**src/rtl/sgw_pkg.sv**
```systemverilog
// Shared definitions for the scatter-gather chain walker.
// Assumes the descriptor word arrives with byte 0 in bits [7:0].
package sgw_pkg;

    localparam int DESC_BYTES = 8;

    // Flag byte bit positions
    localparam int FLG_DRAIN  = 1;
    localparam int FLG_CMDPKT = 2;
    localparam int FLG_DIRQ   = 3;
    localparam int FLG_DMA    = 4;
    localparam int FLG_WRITE  = 5;
    localparam int FLG_IOSP   = 6;
    localparam int FLG_LAST   = 7;

    // One descriptor, little-endian byte order packed MSB-first
    typedef struct packed {
        logic [7:0]  flags;
        logic [7:0]  rsvd;
        logic [15:0] len;
        logic [31:0] addr;
    } desc_t;

    typedef enum logic [2:0] {
        ST_IDLE,
        ST_FETCH,
        ST_WAIT,
        ST_CHECK,
        ST_ISSUE,
        ST_FINISH
    } walk_state_e;

endpackage

```
**src/rtl/sgw_desc_decode.sv**
```systemverilog
// Descriptor decoder: splits a raw descriptor word into its fields and
// judges whether the length is legal. Purely combinational.
// Assumes the caller holds the word stable while it uses the outputs.
module sgw_desc_decode
    import sgw_pkg::*;
#(
    parameter int MAX_SEG_LEN = 65024
) (
    input  desc_t       raw,
    output logic [31:0] addr,
    output logic [15:0] len,
    output logic [7:0]  flags,
    output logic        is_last,
    output logic        is_drain,
    output logic        len_ok
);

    logic unused_rsvd;

    // Field extraction and length legality
    always_comb begin
        addr        = raw.addr;
        len         = raw.len;
        flags       = raw.flags;
        is_last     = raw.flags[FLG_LAST];
        is_drain    = raw.flags[FLG_DRAIN];
        len_ok      = (raw.len != 16'd0) && (32'(raw.len) <= MAX_SEG_LEN);
        unused_rsvd = ^raw.rsvd;
    end

endmodule

```
**src/rtl/sgw_len_acct.sv**
```systemverilog
// Length accountant: sums accepted region lengths and, at the end of a
// normal chain, compares the sum with the expected total sampled at start.
// Assumes clear and add are never high in the same cycle.
module sgw_len_acct #(
    parameter int TOT_W = 32
) (
    input  logic             clk,
    input  logic             rst_n,
    input  logic             clear,
    input  logic [TOT_W-1:0] exp_in,
    input  logic             add,
    input  logic [15:0]      add_len,
    input  logic             add_drain,
    input  logic             finalize,
    output logic [TOT_W-1:0] total,
    output logic             under,
    output logic             over
);

    logic [TOT_W-1:0] exp_q;
    logic             drain_q;
    logic [TOT_W-1:0] sum;
    logic             drain_any;

    // Next running total and drain state
    always_comb begin
        sum       = total + TOT_W'(add_len);
        drain_any = drain_q | add_drain;
    end

    // Running total, drain memory and end-of-chain verdict
    always_ff @(posedge clk) begin
        if (!rst_n) begin
            total   <= '0;
            exp_q   <= '0;
            drain_q <= 1'b0;
            under   <= 1'b0;
            over    <= 1'b0;
        end else if (clear) begin
            total   <= '0;
            exp_q   <= exp_in;
            drain_q <= 1'b0;
            under   <= 1'b0;
            over    <= 1'b0;
        end else if (add) begin
            total   <= sum;
            drain_q <= drain_any;
            if (finalize) begin
                under <= (sum < exp_q);
                over  <= (sum > exp_q) && !drain_any;
            end
        end
    end


    short_long_excl_chk: assert property (@(posedge clk) disable iff (!rst_n)
        !(under && over)) else $error("underflow and overflow together");


    total_cleared_chk: assert property (@(posedge clk) disable iff (!rst_n)
        clear |=> (total == '0) && !under && !over) else $error("total not cleared");

endmodule

```
**src/rtl/sgw_chain_walker.sv**
```systemverilog
// Scatter-gather chain walker top. Fetches 8-byte descriptors one at a
// time, issues one region request per legal descriptor, stops on the end
// marker, a bad length, or after MAX_DESC regions, and pulses done.
// Assumes the memory answers every rd_req with exactly one rd_rvalid.
module sgw_chain_walker
    import sgw_pkg::*;
#(
    parameter int TOT_W       = 32,
    parameter int MAX_DESC    = 8,
    parameter int MAX_SEG_LEN = 65024
) (
    input  logic             clk,
    input  logic             rst_n,
    input  logic             start,
    input  logic [31:0]      chain_base,
    input  logic [TOT_W-1:0] exp_total,
    output logic             rd_req,
    output logic [31:0]      rd_addr,
    input  logic             rd_rvalid,
    input  logic [63:0]      rd_data,
    output logic             req_valid,
    input  logic             req_ready,
    output logic [31:0]      req_addr,
    output logic [15:0]      req_len,
    output logic [7:0]       req_flags,
    output logic             busy,
    output logic             done,
    output logic [TOT_W-1:0] total_len,
    output logic             underflow,
    output logic             overflow,
    output logic             len_err,
    output logic             overrun_err
);

    localparam int CNT_W = $clog2(MAX_DESC + 1);
    localparam logic [CNT_W-1:0] CNT_LAST = CNT_W'(MAX_DESC - 1);

    walk_state_e      state_q;
    desc_t            desc_q;
    logic [31:0]      fetch_addr_q;
    logic [CNT_W-1:0] cnt_q;
    logic             len_err_q;
    logic             ovr_q;

    logic        dec_last;
    logic        dec_drain;
    logic        dec_len_ok;
    logic        accept;
    logic        take_start;

    sgw_desc_decode #(
        .MAX_SEG_LEN(MAX_SEG_LEN)
    ) u_decode (
        .raw     (desc_q),
        .addr    (req_addr),
        .len     (req_len),
        .flags   (req_flags),
        .is_last (dec_last),
        .is_drain(dec_drain),
        .len_ok  (dec_len_ok)
    );

    // Handshake and status decode from the walk state
    always_comb begin
        take_start  = (state_q == ST_IDLE) && start;
        req_valid   = (state_q == ST_ISSUE);
        accept      = req_valid && req_ready;
        rd_req      = (state_q == ST_FETCH);
        rd_addr     = fetch_addr_q;
        busy        = (state_q != ST_IDLE);
        done        = (state_q == ST_FINISH);
        len_err     = len_err_q;
        overrun_err = ovr_q;
    end

    sgw_len_acct #(
        .TOT_W(TOT_W)
    ) u_acct (
        .clk      (clk),
        .rst_n    (rst_n),
        .clear    (take_start),
        .exp_in   (exp_total),
        .add      (accept),
        .add_len  (req_len),
        .add_drain(dec_drain),
        .finalize (accept && dec_last),
        .total    (total_len),
        .under    (underflow),
        .over     (overflow)
    );

    // Walk sequencer: fetch, wait, check, issue, repeat until an ending
    always_ff @(posedge clk) begin
        if (!rst_n) begin
            state_q      <= ST_IDLE;
            desc_q       <= '0;
            fetch_addr_q <= '0;
            cnt_q        <= '0;
            len_err_q    <= 1'b0;
            ovr_q        <= 1'b0;
        end else begin
            case (state_q)
                ST_IDLE: if (start) begin
                    fetch_addr_q <= chain_base;
                    cnt_q        <= '0;
                    len_err_q    <= 1'b0;
                    ovr_q        <= 1'b0;
                    state_q      <= ST_FETCH;
                end
                ST_FETCH: state_q <= ST_WAIT;
                ST_WAIT: if (rd_rvalid) begin
                    desc_q  <= rd_data;
                    state_q <= ST_CHECK;
                end
                ST_CHECK: begin
                    if (!dec_len_ok) begin
                        len_err_q <= 1'b1;
                        state_q   <= ST_FINISH;
                    end else begin
                        state_q   <= ST_ISSUE;
                    end
                end
                ST_ISSUE: if (req_ready) begin
                    cnt_q <= cnt_q + 1'b1;
                    if (dec_last) begin
                        state_q <= ST_FINISH;
                    end else if (cnt_q == CNT_LAST) begin
                        ovr_q   <= 1'b1;
                        state_q <= ST_FINISH;
                    end else begin
                        fetch_addr_q <= fetch_addr_q + 32'(DESC_BYTES);
                        state_q      <= ST_FETCH;
                    end
                end
                ST_FINISH: state_q <= ST_IDLE;
                default:   state_q <= ST_IDLE;
            endcase
        end
    end


    req_hold_chk: assert property (@(posedge clk) disable iff (!rst_n)
        (req_valid && !req_ready) |=> req_valid && $stable(req_addr)
            && $stable(req_len) && $stable(req_flags))
        else $error("request changed while stalled");


    bad_len_blocked_chk: assert property (@(posedge clk) disable iff (!rst_n)
        req_valid |-> (req_len != 16'd0) && (32'(req_len) <= MAX_SEG_LEN))
        else $error("illegal length issued");


    done_single_chk: assert property (@(posedge clk) disable iff (!rst_n)
        done |=> !done) else $error("done longer than one cycle");


    start_ignored_chk: assert property (@(posedge clk) disable iff (!rst_n)
        (busy && !done && start) |=> busy && $stable(exp_total) == $stable(exp_total))
        else $error("walk dropped by start while busy");


    desc_cap_chk: assert property (@(posedge clk) disable iff (!rst_n)
        cnt_q <= CNT_W'(MAX_DESC)) else $error("region count past limit");


    fetch_in_walk_chk: assert property (@(posedge clk) disable iff (!rst_n)
        rd_req |-> busy && !req_valid) else $error("fetch outside a walk");

endmodule

```
**config.mk**
```make
export PLATFORM = sky130hd
export DESIGN_NAME = sgw_chain_walker
export DESIGN_NICKNAME = d
export VERILOG_FILES = /design/src/rtl/sgw_pkg.sv /design/src/rtl/sgw_desc_decode.sv /design/src/rtl/sgw_len_acct.sv /design/src/rtl/sgw_chain_walker.sv
export SDC_FILE = /design/constraint.sdc
export NUM_CORES = 1
export LEC_CHECK = 0
export BUFFER_PORTS_ARGS = -buffer_cell sky130_fd_sc_hd__buf_2
export CORE_AREA = 4 4 191 193
export DETAILED_ROUTE_END_ITERATION = 10
export DIE_AREA = 0 0 195 197
export MAX_ROUTING_LAYER = met4
export PLACE_DENSITY = 0.56
export SLEW_MARGIN = 20
export SYNTH_ARGS = -nofsm -noshare
export SYNTH_HDL_FRONTEND = slang
export SYNTH_SLANG_ARGS = --single-unit
```
**constraint.sdc**
```tcl
create_clock -name clk -period 3.4 [get_ports clk]
set_input_delay 0.68 -clock clk [delete_from_list [all_inputs] [get_ports clk]]
set_output_delay 0.68 -clock clk [all_outputs]
set_load 0.005 [all_outputs]
```
==> reports/qor.csv <==
metric,value,unit
Leakage,0.00527,uW
max-slew violation count,0,
Max transition margin,0.354,
min Tclk post-route,3.60,ns
vias per cell,4.70,
PwrDens,595,nW/um^2
Yosys warnings,0,
Max-Cap Viols,0,
Critical Path Sink Type,register,
DP HPWL,22.9,mm
port bufs,252,
final wirelength,30.8,mm
"FF+latch count, synth",164,
DRT Pass-1 Iters,5,
Syn Inst Count,1144,
Startpoint Class,register,
reg2reg start,u_acct.total[1]$_SDFFE_PP0P_,
largest net degree at the start of global routing,65,
DIE HEIGHT,197,microns
clock sinks,164,
crit share post-route,1.06,
initial antenna violation count,3,
Finished Layout Cells,1916,
Synth Area per Inst,7.53,sq um
unrepaired setup endpoints after global routing,true,
TritonCTS buffer count,17,
status,"finished, violations left",
Placed Cells incl. Taps,1873,
DRC viols,0,
failing checks,negative setup slack,
Netlist Area Pre-Place,8620,sq um
final hold slack,0.452,ns
cells on worst reg2reg path,15,
Yosys cell types,67,
final hold vios,0,
Core Footprint,34500,sq um
Clock transition at path regs,0.07,ns
mean routed wirelength per cell,16.1,microns
Setup Skew,0.0142,ns
Die ar.,38400,sq um
post-synthesis async set-or-reset flop share,0,
number of synthesized flops with an enable pin,0,
# fillers,3795,
Clk pwr share,0.309,
Comb pwr share,0.328,
vias in the first global route,8767,
part of the Yosys area used for sequential elements,0.381,
H-tree depth,4,
FF-to-FF setup slack,-0.20,ns
Final Power,7020,uW
Crit Path Max Fanout,8,
Hold Crit Class,reg2reg,
register area,3290,sq um
layout cells sized above 1,0.291,
Syn Nets,1328,
Post-DRT Antenna Nets,0,
CTS tree,yes,
first-pass GRT wire length,48.3,mm
final setup fails,2,
worst setup margin,-0.199,ns
CP startpoint,u_acct.total[1]$_SDFFE_PP0P_,
FMAX,0.278,GHz
total number of vias,8997,
Switching Share,0.366,
top_reg_cell synth,dfxtp_1,
switching power total,2560,uW
GRT Util Overall,0.161,
Rows,68,
Setup Crit Path Kind,reg2reg,
initial cell density of the core,0.250,
P&R area growth vs syn,36.8,%
CTS Root Cell,clkbuf_16,
fin nets,1630,
Hold Crit Endpoint,desc_q[21]$_SDFFE_PN0P_,
reg-to-reg endpoint,u_acct.under$_SDFFE_PP0P_,
GP Congestion,0.873,
CP required,3.77,ns
initial DRC count,380,
GRT overflow,0,
Clock Tree Buf Depth,2,
Reg power frac,0.363,
area of the multi-input gates,5050,sq um
io pins,261,
Peak VDD IR,0.370,mV
Hold Path Origin,desc_q[21]$_SDFFE_PN0P_,
Worst-Margin Slew,0.959,ns
worst hold stages,2,
Hold Buf Count CTS,0,
Pint,4450,uW
Skew-Pair Late Insertion Delay,0.44,ns
crit path DAT,3.97,ns
DIE WIDTH,195,microns
==> sequential cells by signal (all words and copies together) (netlist names) <==
name	cells
state_q	3
u_acct.over	1
u_acct.exp_q	32
u_acct.under	1
u_acct.drain_q	1
overrun_err	1
rd_addr	32
len_err	1
cnt_q	4
u_acct.total	32
desc_q	56
==> final cells by class <==
| cell class | count | area share |
|---|---|---|
| Antenna cell | 3 | 0.000637 |
| Clock buffer | 19 | 0.0367 |
| Clock inverter | 12 | 0.0173 |
| Inverter | 47 | 0.0152 |
| Multi-Input combinational cell | 861 | 0.428 |
| Sequential cell | 164 | 0.279 |
| Tap cell | 455 | 0.0483 |
| Timing Repair Buffer | 355 | 0.175 |
==> cells in the mapped netlist (4+ instances only) <==
cell type | instances | area share
dfxtp_1 | 164 | 0.38
nor2_1 | 82 | 0.036
a21o_1 | 18 | 0.016
o21ai_0 | 30 | 0.017
nand4_1 | 25 | 0.018
nor4_1 | 6 | 0.0044
a21oi_1 | 170 | 0.099
nor3_1 | 17 | 0.0099
nand2b_1 | 4 | 0.0029
buf_2 | 4 | 0.0023
clkbuf_1 | 62 | 0.027
o21bai_1 | 4 | 0.0035
a211oi_1 | 16 | 0.014
and2_1 | 4 | 0.0029
o21a_1 | 5 | 0.0044
xnor2_1 | 26 | 0.026
or3_1 | 7 | 0.0051
and3_1 | 15 | 0.011
nand3_1 | 31 | 0.018
a31oi_1 | 7 | 0.0051
o31ai_1 | 4 | 0.0035
inv_1 | 45 | 0.020
ha_1 | 50 | 0.073
xor2_1 | 20 | 0.020
mux2i_1 | 4 | 0.0046
a22oi_1 | 4 | 0.0035
nand2_1 | 260 | 0.11
==> critical path, stage by stage, from the launching register on <==
cell	delay [ns]
dfxtp_2	0.35
buf_6	0.12
fa_2	0.39
a21o_1	0.21
a221oi_4	0.38
a2bb2oi_4	0.21
or3_4	0.15
and2_4	0.18
nor2_1	0.06
xor2_1	0.15
ha_1	0.31
nor2b_1	0.13
o21ai_0	0.18
nand2b_1	0.15
a2111o_1	0.42
a21oi_2	0.14
==> through the flow <==
stage	area [sq um]	setup TNS, ns	utilization	setup slack, ns
after CTS	11700	-0.365	0.339	-0.185
after global placement	10900	-0.454	0.317	-0.235
after detailed placement	10900	-0.433	0.317	-0.251
after global routing	11800	-0.721	0.341	-0.361
after floorplan	8680	0	-	0.000154
final	11800	-0.326	0.341	-0.199
==> repair_timing <==
item                                    4_1_cts  5_1_grt
setup buffers                                 6        3
pin swaps                                    27       10
endpoints found under the setup margin        2        2
cloned                                        0        0
gates resized for setup                      18        8
==> worst max path at each step <==
stage,slack (ns),cells past startpoint,to
after CTS,-0.19,18,u_acct.over$_SDFFE_PP0P_
final,-0.20,15,u_acct.under$_SDFFE_PP0P_
after detailed placement,-0.25,15,u_acct.under$_SDFFE_PP0P_
after global placement,-0.24,17,u_acct.over$_SDFFE_PP0P_
after global routing,-0.36,18,u_acct.over$_SDFFE_PP0P_
after floorplan,0.0002,18,u_acct.under$_SDFFE_PP0P_
==> cells in the final DEF, fill, tap and decap left out, drive strengths merged, types with 5 or more instances in the layout <==
cell and n:
a211oi 16, a21o 18, a21oi 170, a31oi 7
and2 6, and3 15, buf 355, bufinv 5
clkbuf 19, dfxtp 164, ha 50, inv 49
nand2 260, nand3 31, nand4 25, nor2 82
nor3 18, nor4 7, o21a 5, o21ai 33
or3 7, xnor2 26, xor2 20
==> routing by layer <==
| metal | global-route usage | vias up | part of all wire | wire [microns] |
|---|---|---|---|---|
| met5 | - | - | 0 | 0 |
| met2 | 0.257 | 251 | 0.47 | 14500 |
| met4 | 0.0401 | 0 | 0.013 | 413 |
| met1 | 0.208 | 4169 | 0.46 | 14100 |
| li1 | - | 4551 | - | - |
| met3 | 0.0349 | 26 | 0.058 | 1780 |
==> power groups by stage <==
stage          logic, uW  registers, uW  clock network [uW]
3_5_place_dp        2280           2580                   0
4_1_cts             2300           2550                2240
3_3_place_gp        2250           2580                   0
5_1_grt             2610           2600                2300
2_1_floorplan       1330           2520                   0
6_report            2300           2550                2170
==> cell families after synthesis <==
logic type      after synthesis  share of synthesized area
simple gates                470                      0.239
compound gates              290                      0.199
flops                       164                      0.381
buf+inv                     119                     0.0550
fa+ha+maj                    51                     0.0749
xor+xnor                     46                     0.0467
mux                           4                    0.00465
No activity file was read; power rests on OpenSTA's default activity.
